`config.mk`:
```
export PLATFORM = sky130hd
export DESIGN_NAME = rate_pwr_ctl
export DESIGN_NICKNAME = d
export VERILOG_FILES = /design/src/rtl/rpc_pkg.sv /design/src/rtl/rpc_field_reg.sv /design/src/rtl/rpc_pwr_fsm.sv /design/src/rtl/rate_pwr_ctl.sv
export SDC_FILE = /design/constraint.sdc
export NUM_CORES = 1
export LEC_CHECK = 0
export ABC_CLOCK_PERIOD_IN_PS = 1350
export BUFFER_PORTS_ARGS = -buffer_cell sky130_fd_sc_hd__buf_2
export CAP_MARGIN = 40
export CORE_AREA = 2 2 39 41
export DETAILED_ROUTE_END_ITERATION = 8
export DIE_AREA = 0 0 41 43
export MAX_ROUTING_LAYER = met4
export SLEW_MARGIN = 10
export SYNTH_ARGS = -nofsm -noshare
export SYNTH_HDL_FRONTEND = slang
export SYNTH_SLANG_ARGS = --single-unit
```
`constraint.sdc`:
```
create_clock -name clk -period 1.35 [get_ports clk]
set_clock_uncertainty 0.15 [all_clocks]
set_input_delay 0.27 -clock clk [delete_from_list [all_inputs] [get_ports clk]]
set_output_delay 0.27 -clock clk [all_outputs]
set_load 0.02 [all_outputs]
```
`src/rtl/rpc_pkg.sv`:
```
package rpc_pkg;

    typedef enum logic [1:0] {
        PS_RUN  = 2'd0,
        PS_SRST = 2'd1,
        PS_LPWR = 2'd2
    } pwr_state_t;

endpackage

```
`src/rtl/rpc_field_reg.sv`:
```
module rpc_field_reg #(
    parameter int          RATE_W       = 2,
    parameter int          PCOMP_W      = 3,
    parameter logic [RATE_W-1:0]  RATE_RST  = 2'b10,
    parameter logic [PCOMP_W-1:0] PCOMP_RST = 3'b000,
    parameter bit          CFG_TIE_WINS = 1'b1
) (
    input  logic               clk,
    input  logic               rst_n,
    input  logic               host_wr,
    input  logic [RATE_W-1:0]  host_rate,
    input  logic [PCOMP_W-1:0] host_pcomp,
    input  logic               cfg_wr,
    input  logic [RATE_W-1:0]  cfg_rate,
    output logic [RATE_W-1:0]  rate_q,
    output logic [PCOMP_W-1:0] pcomp_q
);

    logic [RATE_W-1:0] rate_nxt;

    // Tie rule between the two rate writers is chosen by parameter.
    generate
        if (CFG_TIE_WINS) begin : g_cfg_first
            always_comb begin
                if (cfg_wr)       rate_nxt = cfg_rate;
                else if (host_wr) rate_nxt = host_rate;
                else              rate_nxt = rate_q;
            end
        end else begin : g_host_first
            always_comb begin
                if (host_wr)      rate_nxt = host_rate;
                else if (cfg_wr)  rate_nxt = cfg_rate;
                else              rate_nxt = rate_q;
            end
        end
    endgenerate

    always_ff @(posedge clk or negedge rst_n) begin
        if (!rst_n) begin
            rate_q  <= RATE_RST;
            pcomp_q <= PCOMP_RST;
        end else begin
            rate_q <= rate_nxt;
            if (host_wr) pcomp_q <= host_pcomp;
        end
    end

endmodule

```
`src/rtl/rpc_pwr_fsm.sv`:
```
module rpc_pwr_fsm
    import rpc_pkg::*;
(
    input  logic clk,
    input  logic rst_n,
    input  logic srst_req,
    input  logic lp_req,
    input  logic wake,
    output logic low_power,
    output logic osc_en,
    output logic sep_en,
    output logic soft_rst
);

    pwr_state_t state_q, state_nxt;

    always_ff @(posedge clk or negedge rst_n) begin
        if (!rst_n) state_q <= PS_RUN;
        else        state_q <= state_nxt;
    end

    always_comb begin
        state_nxt = state_q;
        unique case (state_q)
            PS_RUN, PS_SRST: begin
                if (srst_req)    state_nxt = PS_SRST;
                else if (lp_req) state_nxt = PS_LPWR;
                else             state_nxt = PS_RUN;
            end
            PS_LPWR: begin
                if (srst_req)  state_nxt = PS_SRST;
                else if (wake) state_nxt = PS_RUN;
                else           state_nxt = PS_LPWR;
            end
            default: state_nxt = PS_RUN;
        endcase
    end

    always_comb begin
        low_power = 1'b0;
        soft_rst  = 1'b0;
        osc_en    = 1'b1;
        sep_en    = 1'b1;
        unique case (state_q)
            PS_RUN:  ;
            PS_SRST: soft_rst = 1'b1;
            PS_LPWR: begin
                low_power = 1'b1;
                osc_en    = 1'b0;
                sep_en    = 1'b0;
            end
            default: ;
        endcase
    end

endmodule

```
`src/rtl/rate_pwr_ctl.sv`:
```
module rate_pwr_ctl #(
    parameter int          REG_W        = 8,
    parameter int          RATE_W       = 2,
    parameter int          PCOMP_W      = 3,
    parameter logic [7:0]  RST_VAL      = 8'h02,
    parameter bit          CFG_TIE_WINS = 1'b1
) (
    input  logic               clk,
    input  logic               rst_n,
    input  logic               rate_wr,
    input  logic [REG_W-1:0]   rate_wdata,
    input  logic               cfg_wr,
    input  logic [RATE_W-1:0]  cfg_wdata,
    input  logic               data_acc,
    input  logic               stat_acc,
    input  logic               lp_cmd,
    output logic [RATE_W-1:0]  rate_code,
    output logic [PCOMP_W-1:0] precomp_code,
    output logic               low_power,
    output logic               osc_en,
    output logic               sep_en,
    output logic               soft_rst
);

    localparam int PC_LSB  = RATE_W;
    localparam int PC_MSB  = RATE_W + PCOMP_W - 1;
    localparam int RSV_BIT = PC_MSB + 1;
    localparam int LP_BIT  = REG_W - 2;
    localparam int SR_BIT  = REG_W - 1;

    logic srst_req, lp_req, wake;
    logic rsvd_unused;

    assign srst_req    = rate_wr & rate_wdata[SR_BIT];
    assign lp_req      = (rate_wr & rate_wdata[LP_BIT]) | lp_cmd;
    assign wake        = data_acc | stat_acc;
    assign rsvd_unused = rate_wdata[RSV_BIT];

    rpc_field_reg #(
        .RATE_W       (RATE_W),
        .PCOMP_W      (PCOMP_W),
        .RATE_RST     (RST_VAL[RATE_W-1:0]),
        .PCOMP_RST    (RST_VAL[PC_MSB:PC_LSB]),
        .CFG_TIE_WINS (CFG_TIE_WINS)
    ) i_fields (
        .clk        (clk),
        .rst_n      (rst_n),
        .host_wr    (rate_wr),
        .host_rate  (rate_wdata[RATE_W-1:0]),
        .host_pcomp (rate_wdata[PC_MSB:PC_LSB]),
        .cfg_wr     (cfg_wr),
        .cfg_rate   (cfg_wdata),
        .rate_q     (rate_code),
        .pcomp_q    (precomp_code)
    );

    rpc_pwr_fsm i_pwr (
        .clk       (clk),
        .rst_n     (rst_n),
        .srst_req  (srst_req),
        .lp_req    (lp_req),
        .wake      (wake),
        .low_power (low_power),
        .osc_en    (osc_en),
        .sep_en    (sep_en),
        .soft_rst  (soft_rst)
    );

endmodule

```
==> results of run 1 <==
[synth_stat cells]
| library cell | instances |
|---|---|
| nand2_1 | 3 |
| a21oi_1 | 2 |
| buf_4 | 1 |
| inv_1 | 1 |
| and2b_1 | 1 |
| a21o_1 | 1 |
| buf_6 | 1 |
| dfstp_2 | 1 |
| o21ai_0 | 2 |
| mux2i_1 | 2 |
| dfrtp_1 | 6 |
| nor2_1 | 1 |
| nor2b_1 | 1 |
| mux2_2 | 3 |
| a32o_1 | 1 |
[report_power, final]
| part | total (mW) | switching (mW) | internal [mW] |
|---|---|---|---|
| sequential | 0.244 | 0.0111 | 0.233 |
| clock | 0.182 | 0.0696 | 0.112 |
| combinational | 0.164 | 0.0799 | 0.0843 |
| total | 0.590 | 0.161 | 0.429 |
[registers in the layout, summed over array words and instances (netlist names)]
| register | cells |
|---|---|
| i_fields.pcomp_q | 3 |
| i_fields.rate_q | 2 |
| i_pwr.state_q | 2 |
[per-layer routing]
metal  global-route usage [%]  wire length, um  vias to the layer above
met2                     15.0              316                       20
met3                     3.14               83                        0
li1                         -                -                      152
met1                     10.6              276                      141
met4                     6.00                0                        0
met5                        -                0                        -
[worst reg2reg max path: cells and delay by family, from the launching register on]
family / cells / cell delay [ns]
simple gates: 1 / 0.22
compound gates: 1 / 0.24
flops: 1 / 0.38
[cell families (layout without fill, tap and decap cells)]
group / after synthesis / count (layout) / synth area share [%]
DFF: 7 / 7 / 55.3
AOI/OAI and AO/OA: 6 / 6 / 11.8
and+or+nand+nor: 6 / 6 / 9.02
muxes: 5 / 5 / 16.9
buffers and inverters: 3 / 32 / 7.06
[stage by stage]
step / TNS, ns / instances / hold WS (ns) / cell area [sq um] / util (%)
floorplan: 0 / 27 / -0.176 / 320 / -
global placement: 0 / 65 / -0.0407 / 442 / 31.9
detailed placement: 0 / 65 / -0.0415 / 442 / 31.9
CTS: -0.309 / 71 / 0.0766 / 500 / 36.2
global route: -0.526 / 72 / 0.0942 / 518 / 37.4
finish: -0.329 / 72 / 0.0818 / 518 / 37.4
[cell usage in the layout (no fill, tap or decap), types with 2 or more instances in the layout]
cell / synthesis / layout
buf_2: 0 / 20
nand2_1: 3 / 3
buf_4: 1 / 2
a21oi_1: 2 / 2
mux2i_1: 2 / 2
dfrtp_1: 6 / 6
buf_6: 1 / 4
mux2_2: 3 / 3
clkbuf_4: 0 / 3
o21ai_0: 2 / 2
[cell type report]
type	instances	area, sq um
repair buffers	27	170
inverters	1	3.75
multi-input cells	17	121
clock buffers	4	26.3
fillers	142	866
flip-flops and latches	7	176
well taps	16	20.0
[worst max path at each step]
stage | start | to | slack [ns] | cells after the start
6_report | i_pwr.state_q[1] | osc_en | -0.09 | 3
5_1_grt | i_pwr.state_q[1] | osc_en | -0.15 | 3
3_5_place_dp | i_pwr.state_q[1] | osc_en | 0.13 | 3
4_1_cts | i_pwr.state_q[1] | osc_en | -0.11 | 3
2_1_floorplan | i_pwr.state_q[1] | sep_en | 0.03 | 3
3_3_place_gp | i_pwr.state_q[1] | osc_en | 0.14 | 3
[what timing repair did]
action / 4_1_cts / 5_1_grt
resized for setup: 5 / 3
cloned: 0 / 0
hold endpoints to repair: 7 / 0
setup buffers: 1 / 1
setup endpoints to repair: 4 / 5
hold buffers: 1 / 0
==> impl_metrics.ini, run 1 <==
[worst_hold_path]
holdCritStartpoint = cfg_wr
hp-class = in2reg
holdPathStages = 2
hold_end = i_fields.rate_q[1]

[setup_path]
arrival_ns = 1.02
cpMaxStageDelayCell = dfrtp_1
crit_path_max_fanout = 3
cp-start-kind = flip-flop
r2r-start = i_pwr.state_q[1]
path_cells = and2b_2, inv_2, buf_6
cp_num_buf_inv = 2
critPathCaptureType = output port
slowest_delay_ns = 0.38
reg2reg_depth = 2
crit_type = reg2out
crit_required_ns = 0.93
crit_family = flip-flops
r2r-end = i_pwr.state_q[1]
r2r_slack_ns = 0.24

[sta]
rsz0062_at_grt = yes
worstMarginPinSlew_ns = 0.179
finalSetupViolCount = 4
final-hold-violation-count = 0
finalWorstSetupSlack_ns = -0.0939
slew_violations = 0
layout_min_cycle_time_ns = 1.44
period_share_pct = 107
fmax_mhz = 693
slew_headroom_pct = 88.0

[finish]
antennaDiodeCount = 0
area_growth_pct = 62.4
nets = 74
drive_gt1_share_pct = 62.5

[place]
port_buffers = 24
place_ws_ns = 0.126
gp_congestion = 0.643

[clocking]
ctsHtreeMaxLevel = 1
cts_sinks = 7
clk_latency_ns = 0.24
clock_path_buffers = 2
cts_made_buffers = 3
cts_tree = yes
cts_root_buf = clkbuf_4
path_clk_slew_ns = 0.05

[global_route]
track_usage_pct = 9.88
gr-total-overflow = 0
grt_pass1_vias = 318
grt_max_degree = 9
antenna_found_initial = 0
grt_first_pass_wirelength_um = 1150

[synth]
syn_inst = 27
yosysTopAreaCell = dfrtp_1
syn-num-nets = 44
synth_seq_area_share_pct = 55.3
yosysUniqueCellTypes = 15
avgSynthCellArea_sq_um = 11.8
synth_area_sq_um = 319
yosys.area.top_type_share_pct = 47.1
synth_warnings = 0
synth-seq-cells = 7
ys_top_cells_by_area = dfrtp_1, mux2_2, dfstp_2, mux2i_1, buf_6

[floorplanning]
row_count = 14
ios = 26
coreArea_sq_um = 1380
die_width_um = 41
die-area_sq_um = 1760
die-height_um = 43
start_util_pct = 23.1

[power]
powerDensity_nw_per_um2 = 1140
finalPower_uw = 590
max-vdd-ir-drop_uv = 562
p_leak_nw = 0.273

[routing]
drtAntennaViolNets = 0
drt_iter0_markers = 6
vias = 313
viasPerCell = 4.35
firstDrtPassIters = 2
routedWlPerCell_um = 9.38
drc = 0
wirelength_um = 675

[run]
drv_cap = 0

[outcome]
failed_checks = negative setup slack
status = complete, but fails checks
No activity file was read; power rests on OpenSTA's default activity.
==> inputs of run 2 (changes only) <==
Settings changed: ABC_AREA set to 1.
==> impl_metrics.ini, run 2 <==
[outcome]
status = complete, but fails checks
failed_checks = negative setup slack

[routing]
firstDrtPassIters = 2
drc = 0
drt_iter0_markers = 1
wirelength_um = 740
vias = 381
viasPerCell = 4.01
drtAntennaViolNets = 0
routedWlPerCell_um = 7.79

[sta]
worstMarginPinSlew_ns = 0.168
fmax_mhz = 714
layout_min_cycle_time_ns = 1.40
rsz0062_at_grt = yes
period_share_pct = 104
finalWorstSetupSlack_ns = -0.0508
slew_violations = 0
final-hold-violation-count = 0
slew_headroom_pct = 88.8
tns_ns = -0.154
finalSetupViolCount = 4

[synth]
yosys.area.top_type_share_pct = 43.0
async_flop_share_pct = 100
synth_area_sq_um = 349
avgSynthCellArea_sq_um = 7.12
yosysTopAreaCell = dfrtp_1
synth.top_cells.by_count = nand2_1, inv_1, dfrtp_1
synth_seq_area_share_pct = 50.5
synthFlopType = dfrtp_1
ys_top_cells_by_area = dfrtp_1, nand2_1, inv_1, dfstp_2, nand3_1
synth_edf_count = 0
synth.most_common_cell = nand2_1
yosysUniqueCellTypes = 9
synth-seq-cells = 7
syn_inst = 49
syn-num-nets = 66
synth_warnings = 0

[floorplanning]
start_util_pct = 25.2
row_count = 14
coreArea_sq_um = 1380
die-height_um = 43
die-area_sq_um = 1760
die_width_um = 41
ios = 26

[clocking]
clk_latency_ns = 0.25
cts_root_buf = clkbuf_4
path_clk_slew_ns = 0.05
ctsHtreeMaxLevel = 1
cts_tree = yes
clock_path_buffers = 2
cts_made_buffers = 3
cts_sinks = 7

[worst_hold_path]
hp-class = in2reg

[power]
max-vdd-ir-drop_uv = 463
p_sw_share_pct = 29.5
p_sw_uw = 176
p_leak_nw = 0.344
p_int_uw = 422
power.share.clock_pct = 31.0
power_frac_comb_pct = 27.9
power_frac_seq_pct = 41.1
powerDensity_nw_per_um2 = 1070

[global_route]
grt_max_degree = 8
track_usage_pct = 10.8
gr-total-overflow = 0
antenna_found_initial = 0
grt_pass1_vias = 318
grt_first_pass_wirelength_um = 1160

[finish]
regMostFlops = i_fields.pcomp_q
fin_util_pct = 40.4
multi_input_area_sq_um = 129
final_common_cell = nand2_1
reg.largest.list = i_fields.pcomp_q (3), i_fields.rate_q (2), i_pwr.state_q (2)
nFillCells = 153
nets = 97
regArea_sq_um = 176
antennaDiodeCount = 0
largest_register_ffs = 3
stdcell_count = 95
mostFrequentLayoutCells = nand2_1, buf_2, inv_1
drive_gt1_share_pct = 43.0
area_growth_pct = 60.2

[setup_path]
crit_type = reg2out
critPathCaptureType = output port
cp-start-kind = flip-flop
arrival_ns = 0.98
crit_required_ns = 0.93
crit_path_max_fanout = 3

[place]
gp_congestion = 0.683
dp_hpwl_um = 588
dp_cells = 88
port_buffers = 24

[run]
drv_cap = 0
-- run 2: cell types whose count changed after synthesis, moves of 2 or more --
cell	previous run	this run
inv_1	1	11
mux2_2	3	0
nand3_1	0	4
nand2_1	3	21
nor2_2	0	2
mux2i_1	2	0
o21ai_0	2	0
-- run 2: metal layers --
metal / vias up / part of all wire [%] / global-route usage (%) / wire (um)
li1: 202 / - / - / -
met1: 169 / 39 / 9.93 / 287
met2: 8 / 55 / 14.7 / 410
met3: 2 / 4.5 / 7.85 / 33
met4: 0 / 1.1 / 8.00 / 8
met5: - / 0 / - / 0
-- run 2: power by group through the flow --
stage	logic (mW)	registers (mW)	clock network [mW]
after floorplan	0.0654	0.266	0
after global placement	0.138	0.247	0
after detailed placement	0.139	0.248	0
after CTS	0.169	0.246	0.195
after global routing	0.182	0.249	0.213
final	0.167	0.246	0.186
-- run 2: timing repair --
action,4_1_cts,5_1_grt
endpoints found under the hold margin,7,0
buffers inserted,2,0
pin swaps,2,2
hold buffers,1,0
setup endpoints to repair,5,5
resized for setup,8,1
-- run 2: cell type report --
cell class | instances | share of cell area [%]
clock buffers | 4 | 4.70
well taps | 16 | 3.58
inverters | 11 | 7.38
flip-flops and latches | 7 | 31.5
repair buffers | 27 | 29.8
multi-input cells | 30 | 23.0
-- run 2: path summary, 6_finish.rpt --
kind	from	endpoint	slack (ns)	cells past startpoint
worst max-delay path	i_pwr.state_q[0]	sep_en	-0.05	3
worst min-delay path	rate_wdata[3]	i_fields.pcomp_q[1]	0.07	3
worst max register to register	i_pwr.state_q[1]	i_pwr.state_q[1]	0.34	5
worst min register to register	i_fields.pcomp_q[0]	i_fields.pcomp_q[0]	0.32	2
max in group asynchronous	rst_n	i_fields.rate_q[1]	0.59	2
min in group asynchronous	rst_n	i_pwr.state_q[1]	0.23	2
-- run 2: through the flow --
step / power [mW] / instance area [sq um] / setup slack [ns] / hold WS [ns]
final: 0.599 / 559 / -0.0508 / 0.0723
after global routing: 0.644 / 559 / -0.0982 / 0.0643
after CTS: 0.609 / 556 / -0.0571 / 0.0640
after detailed placement: 0.387 / 487 / 0.190 / -0.0353
after global placement: 0.386 / 487 / 0.199 / -0.0366
after floorplan: 0.331 / 354 / 0.0108 / -0.176
-- run 2: logic make-up (layout without fill, tap and decap cells) --
| logic type | after synthesis | count (layout) | synth area share (%) |
|---|---|---|---|
| AOI/OAI and AO/OA | 1 | 1 | 1.43 |
| buffers and inverters | 12 | 42 | 14.0 |
| DFF | 7 | 7 | 50.5 |
| and+or+nand+nor | 29 | 29 | 34.1 |
-- run 2: critical path, cell delays in order (launching register included) --
cell,delay [ns]
dfrtp_1,0.41
nor2_4,0.14
inv_2,0.05
buf_6,0.12
